[src/rtl/f8dot_pkg.sv]
package f8dot_pkg;
  typedef enum logic {FMT_E4M3 = 1'b0, FMT_E5M2 = 1'b1} f8_fmt_e;
  localparam int F8_W = 8;
  localparam int F32_W = 32;
  localparam logic [F32_W-1:0] F32_QNAN = 32'h7FC0_0000;
endpackage

[src/rtl/f8_mul_exact.sv]
module f8_mul_exact
  import f8dot_pkg::*;
(
  input  f8_fmt_e          fmt,
  input  logic [F8_W-1:0]  x,
  input  logic [F8_W-1:0]  y,
  output logic [F32_W-1:0] prod,
  output logic             special
);
  // significand as an integer; value = sig * 2^exp
  function automatic logic [3:0] el_sig(input f8_fmt_e f, input logic [7:0] c);
    if (f == FMT_E4M3) return {(c[6:3] != 4'd0), c[2:0]};
    else               return {(c[6:2] != 5'd0), c[1:0], 1'b0};
  endfunction

  function automatic int el_exp(input f8_fmt_e f, input logic [7:0] c);
    if (f == FMT_E4M3) return (c[6:3] == 4'd0) ? -9  : int'(c[6:3]) - 10;
    else               return (c[6:2] == 5'd0) ? -17 : int'(c[6:2]) - 18;
  endfunction

  function automatic logic el_special(input f8_fmt_e f, input logic [7:0] c);
    if (f == FMT_E4M3) return (c[6:0] == 7'h7F);
    else               return (c[6:2] == 5'h1F);
  endfunction

  always_comb begin : p_prod
    logic [7:0] p;
    int         e;
    int         lead;
    p    = el_sig(fmt, x) * el_sig(fmt, y);
    e    = el_exp(fmt, x) + el_exp(fmt, y);
    lead = 0;
    for (int i = 0; i < 8; i++) if (p[i]) lead = i;
    if (p == 8'd0) prod = '0;
    else prod = {x[7] ^ y[7], 8'(e + lead + 127), 23'({16'd0, p} << (23 - lead))};
    special = el_special(fmt, x) | el_special(fmt, y);
  end
endmodule

[src/rtl/f32_add_rne.sv]
module f32_add_rne
  import f8dot_pkg::*;
(
  input  logic [F32_W-1:0] a,
  input  logic [F32_W-1:0] b,
  output logic [F32_W-1:0] s
);
  always_comb begin : p_add
    logic [31:0] big, sml;
    logic [23:0] mb, ms;
    logic [49:0] wide;
    logic [26:0] xb, xs, nrm;
    logic [27:0] sum;
    logic [24:0] rnd;
    logic        rup;
    int          eb, es, d, lz, ex;
    if (a[30:0] >= b[30:0]) begin big = a; sml = b; end
    else                    begin big = b; sml = a; end
    eb = int'(big[30:23]);
    es = int'(sml[30:23]);
    mb = (eb == 0) ? 24'd0 : {1'b1, big[22:0]};
    ms = (es == 0) ? 24'd0 : {1'b1, sml[22:0]};
    d  = eb - es;
    if (d > 50) d = 50;
    wide = {ms, 26'd0} >> d;
    xs   = {wide[49:24], |wide[23:0]};
    xb   = {mb, 3'd0};
    if (big[31] == sml[31]) sum = {1'b0, xb} + {1'b0, xs};
    else                    sum = {1'b0, xb} - {1'b0, xs};
    ex = eb;
    lz = 0;
    if (sum[27]) begin
      nrm = {sum[27:2], sum[1] | sum[0]};
      ex  = ex + 1;
    end else begin
      for (int i = 0; i < 27; i++) if (sum[i]) lz = 26 - i;
      nrm = sum[26:0] << lz;
      ex  = ex - lz;
    end
    rup = nrm[2] & (nrm[1] | nrm[0] | nrm[3]);
    rnd = {1'b0, nrm[26:3]} + 25'(rup);
    if (rnd[24]) begin
      rnd = rnd >> 1;
      ex  = ex + 1;
    end
    if (sum == 28'd0 || ex <= 0) s = '0;
    else if (ex >= 255)          s = {big[31], 8'hFF, 23'd0};
    else                         s = {big[31], 8'(ex), rnd[22:0]};
  end
endmodule

[src/rtl/f32_mul_rne.sv]
module f32_mul_rne
  import f8dot_pkg::*;
(
  input  logic [F32_W-1:0] a,
  input  logic [F32_W-1:0] b,
  output logic [F32_W-1:0] p
);
  always_comb begin : p_mul
    logic [47:0] m;
    logic [23:0] keep;
    logic        g, st, sg;
    logic [24:0] rnd;
    int          ex;
    sg = a[31] ^ b[31];
    m  = 48'({1'b1, a[22:0]}) * 48'({1'b1, b[22:0]});
    ex = int'(a[30:23]) + int'(b[30:23]) - 127;
    if (m[47]) begin
      keep = m[47:24]; g = m[23]; st = |m[22:0]; ex = ex + 1;
    end else begin
      keep = m[46:23]; g = m[22]; st = |m[21:0];
    end
    rnd = {1'b0, keep} + 25'(g & (st | keep[0]));
    if (rnd[24]) begin
      rnd = rnd >> 1;
      ex  = ex + 1;
    end
    if (a[30:23] == 8'hFF || b[30:23] == 8'hFF)           p = F32_QNAN;
    else if (a[30:23] == 8'd0 || b[30:23] == 8'd0 || ex <= 0) p = {sg, 31'd0};
    else if (ex >= 255)                                    p = {sg, 8'hFF, 23'd0};
    else                                                   p = {sg, 8'(ex), rnd[22:0]};
  end
endmodule

[src/rtl/f8dot_acc.sv]
module f8dot_acc
  import f8dot_pkg::*;
#(
  parameter int LANE_W = 16
) (
  input  logic              clk,
  input  logic              rst_n,
  input  logic              start,
  input  logic              in_valid,
  input  logic              in_last,
  input  logic              fmt_sel,
  input  logic [LANE_W-1:0] a_lane,
  input  logic [LANE_W-1:0] b_lane,
  input  logic [31:0]       scale_a,
  input  logic [31:0]       scale_b,
  output logic              res_valid,
  output logic [31:0]       res_data
);
  localparam int NUM_EL = LANE_W / F8_W;

  f8_fmt_e            fmt;
  logic [F32_W-1:0]   prod  [NUM_EL];
  logic [F32_W-1:0]   chain [NUM_EL+1];
  logic [NUM_EL-1:0]  spec;
  logic [F32_W-1:0]   acc_q, acc_d, sc_q, sc_d, sc_mul, res_q, res_d, res_mul;
  logic               nan_q, nan_d, fin_q, fin_d, rv_q;
  logic               acc_en, sc_en;

  assign fmt      = f8_fmt_e'(fmt_sel);
  assign chain[0] = start ? '0 : acc_q;

  // element products, then a fixed-order adder chain: element 0 first
  for (genvar g = 0; g < NUM_EL; g++) begin : g_el
    f8_mul_exact i_mul (
      .fmt    (fmt),
      .x      (a_lane[g*F8_W +: F8_W]),
      .y      (b_lane[g*F8_W +: F8_W]),
      .prod   (prod[g]),
      .special(spec[g])
    );
    f32_add_rne i_add (
      .a(chain[g]),
      .b(prod[g]),
      .s(chain[g+1])
    );
  end

  f32_mul_rne i_scl (.a(scale_a), .b(scale_b), .p(sc_mul));
  f32_mul_rne i_fin (.a(acc_q),   .b(sc_q),    .p(res_mul));

  always_comb begin : p_next
    acc_d  = acc_q;
    nan_d  = nan_q;
    if (in_valid) begin
      acc_d = chain[NUM_EL];
      nan_d = (nan_q & ~start) | (|spec);
    end else if (start) begin
      acc_d = '0;
      nan_d = 1'b0;
    end
    acc_en = in_valid | start;
    fin_d  = in_valid & in_last;
    sc_en  = fin_d;
    sc_d   = sc_mul;
    res_d  = nan_q ? F32_QNAN : res_mul;
  end

  always_ff @(posedge clk or negedge rst_n) begin : p_regs
    if (!rst_n) begin
      acc_q <= '0;
      nan_q <= 1'b0;
      sc_q  <= '0;
      fin_q <= 1'b0;
      res_q <= '0;
      rv_q  <= 1'b0;
    end else begin
      if (acc_en) begin
        acc_q <= acc_d;
        nan_q <= nan_d;
      end
      if (sc_en) sc_q  <= sc_d;
      if (fin_q) res_q <= res_d;
      fin_q <= fin_d;
      rv_q  <= fin_q;
    end
  end

  assign res_valid = rv_q;
  assign res_data  = res_q;
endmodule

[config.mk]
export PLATFORM = sky130hd
export DESIGN_NAME = f8dot_acc
export DESIGN_NICKNAME = d
export VERILOG_FILES = /design/src/rtl/f8dot_pkg.sv /design/src/rtl/f8_mul_exact.sv /design/src/rtl/f32_add_rne.sv /design/src/rtl/f32_mul_rne.sv /design/src/rtl/f8dot_acc.sv
export SDC_FILE = /design/constraint.sdc
export NUM_CORES = 2
export LEC_CHECK = 0
export BUFFER_PORTS_ARGS = -buffer_cell sky130_fd_sc_hd__buf_2
export CORE_ASPECT_RATIO = 2
export CORE_UTILIZATION = 30
export DETAILED_ROUTE_END_ITERATION = 10
export SKIP_CTS_REPAIR_TIMING = 1
export SYNTH_ARGS = -nofsm -noshare
export SYNTH_HDL_FRONTEND = slang
export SYNTH_HIERARCHICAL = 1
export SYNTH_SLANG_ARGS = --single-unit
[constraint.sdc]
create_clock -name clk -period 52.6 [get_ports clk]
set_input_delay 7.89 -clock clk [delete_from_list [all_inputs] [get_ports clk]]
set_output_delay 7.89 -clock clk [all_outputs]
set_load 0.005 [all_outputs]
==> reports/metrics.csv <==
stage;metric;value;unit
cts;clock buffer depth;2;
worst_setup_path;CP startpoint;fmt_sel;
floorplan;Core Box Area;0.258;mm^2
yosys;post-synth top area share;25.3;%
routing;DRT Pass-1 Iters;8;
floorplan;die height;723;um
grt;GRT Overall Usage;24.8;%
worst_setup_path;Startpoint Class;input pin;
cts;CTS buffer count;9;
grt;pin count of the biggest net entering global routing;71;
sta;Tmin final;48.59;ns
routing;DRT antenna net count;0;
place;IO buf count;134;
floorplan;I/O pins;135;
yosys;Synth cell types;165;
sta;Fmax;20.6;MHz
sta;fin. max-slew vios;0;
worst_setup_path;CP peak stage delay;0.92;ns
yosys;EDFF count, synth;0;
routing;Via-to-Cell Ratio;5.66;
layout;Synth-to-Final Area Change;5.38;%
worst_setup_path;CP Class;input pin to flip-flop;
routing;drt wl/cell;24.6;um
floorplan;num rows;264;
cts;clock root buffer;clkbuf_16;
yosys;async set or reset register ratio after synthesis;100;%
floorplan;die area;0.262;mm^2
sta;Fin. Hold Viols;0;
yosys;Synth Register Bits;99;
layout;# nets final;11700;
hold_path;Hold Path Stages;1;
layout;share of layout cells above drive strength 1;7.53;%
worst_setup_path;reg2reg setup slack;16.53;ns
sta;Worst slew margin;7.18;%
yosys;synth cell count leaders;1376 x inv_1, 1267 x nand2_1, 984 x fa_1;
worst_setup_path;crit end category;flip-flop;
yosys;Yosys top cell by area;fa_1;
cts;worst skew pair latency;0.41;ns
grt;GR Overflow Total;0;
worst_setup_path;CP most frequent cell;a21oi_1;
worst_setup_path;RR Endpoint;acc_q[3]$_DFFE_PN0P_;
yosys;main combinational cell family by area after synthesis;adder cells;
yosys;top post-synthesis cells by area;fa_1 25%, ha_1 10%, inv_1 6.6%;
yosys;area share of and/or/nand/nor cells after synthesis;24.4;%
cts;clock sinks;99;
yosys;YS warnings;6;
sta;clk_skew;0.0234;ns
sta;setup tns final;0;ns
sta;RSZ-0062 raised after global routing;no;
yosys;Synth Area in XOR/XNOR;3.48;%
grt;first-pass GRT wire length;491;mm
yosys;top-count cell post-synth;inv_1;
routing;# DRC;0;
run_status;run status;finished clean;
floorplan;Die W;362;um
routing;Routed Wire Length;330;mm
place;Placer Congestion;1.03;
worst_setup_path;worst r2r src;acc_q[25]$_DFFE_PN0P_;
yosys;register area share after synthesis;3.18;%
cts;CTS tree;yes;
yosys;post-synthesis cell count;10200;
yosys;Syn Std Cell Area;0.0779;mm^2
place;HPWL after DPL;269;mm
worst_setup_path;WP data required;52.94;ns
worst_setup_path;Slowest-stage cell, CP;o22ai_1;
worst_setup_path;R2R depth;125;
yosys;Synth Area in Adders;35.7;%
hold_path;min-delay worst type;flip-flop to flip-flop;
floorplan;Initial Utilization;30.2;%
cts;CTS H-tree depth;3;
flow_run;Max-cap violations;0;
sta;final period utilization;92.4;%
yosys;syn avg cell area;7.64;um^2
routing;1st-iter DRT viols;5162;
worst_setup_path;CP Max Fanout;70;
worst_setup_path;arrival time worst endpoint;48.93;ns
grt;vias in the first global route;79900;
sta;# setup viols final;0;
cts;clk slew on worst S/H paths;0.08;ns
yosys;mux share of post-synthesis cell area;3.60;%
routing;Vias;76100;
grt;antenna violations before repair;5;
worst_setup_path;end point of the critical path;acc_q[3]$_DFFE_PN0P_;
yosys;post-synthesis compound-gate area fraction;19.5;%
yosys;main flop type after synthesis;dfrtp_1;
sta;worst slew pin tran;1.39;ns
## area by class of cell
cell class / instances / area (um^2)
fill: 28400 / 176000
multi-input combinational: 8163 / 67800
inverter: 1396 / 5250
tap: 3458 / 4330
sequential: 99 / 2480
timing repair buffer: 305 / 1960
clock buffer: 9 / 225
clock inverter: 7 / 91.3
antenna: 4 / 10.0
## registers in the layout (all words and copies together) (netlist names)
signal and flops:
acc_q 32, res_data 32, fin_q 1, sc_q 32, nan_q 1, res_valid 1
## per-layer routing
metal	vias to the layer above	global-route usage (%)	routed length [um]
li1	34100	-	-
met1	37500	21.7	101000
met2	2991	47.5	176000
met3	1439	2.82	14400
met4	4	24.5	38600
met5	-	0	22
## logic make-up after synthesis
logic type / count (synthesis)
and+or+nand+nor: 3742
xor gates and xnor gates: 308
buffers and inverters: 1970
DFF: 99
adders and majority gates: 1634
other: 2
muxes: 253
AOI/OAI and AO/OA: 2194
## stage by stage
stage	hold slack, ns	area, um^2	utilization [%]	instances	worst slack, ns
2_1_floorplan	0.349	78100	-	10200	10.78
3_3_place_gp	0.501	81800	31.7	13400	5.02
5_1_grt	0.531	82100	31.8	13400	1.55
4_1_cts	0.524	82100	31.8	13400	4.68
3_5_place_dp	0.508	81800	31.7	13400	4.37
6_report	0.526	82100	31.8	13400	4.01
## layout by cell type (no fill, tap or decap), types with 56 or more instances in the layout
master / Yosys / layout
inv_1: 1376 / 1376
nand2_1: 1267 / 1266
fa_1: 984 / 984
ha_1: 650 / 650
nor2_1: 621 / 620
a21oi_1: 603 / 595
and2_1: 522 / 522
o21ai_0: 345 / 343
nand3_1: 256 / 256
nor3_1: 230 / 230
xnor2_1: 201 / 199
buf_4: 58 / 171
mux2i_1: 149 / 148
a21o_1: 135 / 135
nor2b_1: 134 / 133
buf_2: 93 / 133
nand4_1: 124 / 124
xor2_1: 105 / 103
dfrtp_1: 99 / 98
o211ai_1: 90 / 90
a211oi_1: 82 / 82
a31oi_1: 82 / 81
and3_1: 76 / 76
o21a_1: 75 / 75
nand2b_1: 73 / 73
mux2_2: 66 / 66
nor4_1: 66 / 65
or3_1: 60 / 60
o21ai_1: 56 / 56
## worst min path at each step
stage	from	to	slack, ns
after floorplan	fin_q$_DFF_PN0_	res_valid$_DFF_PN0_	0.35
after global placement	sc_q[6]$_DFFE_PN0P_	sc_q[6]$_DFFE_PN0P_	0.50
after detailed placement	sc_q[5]$_DFFE_PN0P_	sc_q[5]$_DFFE_PN0P_	0.51
after CTS	sc_q[5]$_DFFE_PN0P_	sc_q[5]$_DFFE_PN0P_	0.52
after global routing	sc_q[5]$_DFFE_PN0P_	sc_q[5]$_DFFE_PN0P_	0.53
final	sc_q[5]$_DFFE_PN0P_	sc_q[5]$_DFFE_PN0P_	0.53
## critical path: cells and delay by family
| kind | cells | cell delay [ns] |
|---|---|---|
| compound gates | 61 | 17.13 |
| simple gates | 38 | 10.12 |
| fa+ha+maj | 15 | 6.12 |
| buf+inv | 16 | 3.84 |
| mux | 10 | 3.01 |
| xor+xnor | 4 | 0.61 |
Power is not shown: default switching activity piles up to over one toggle a cycle in this logic, so the estimate is an artifact.
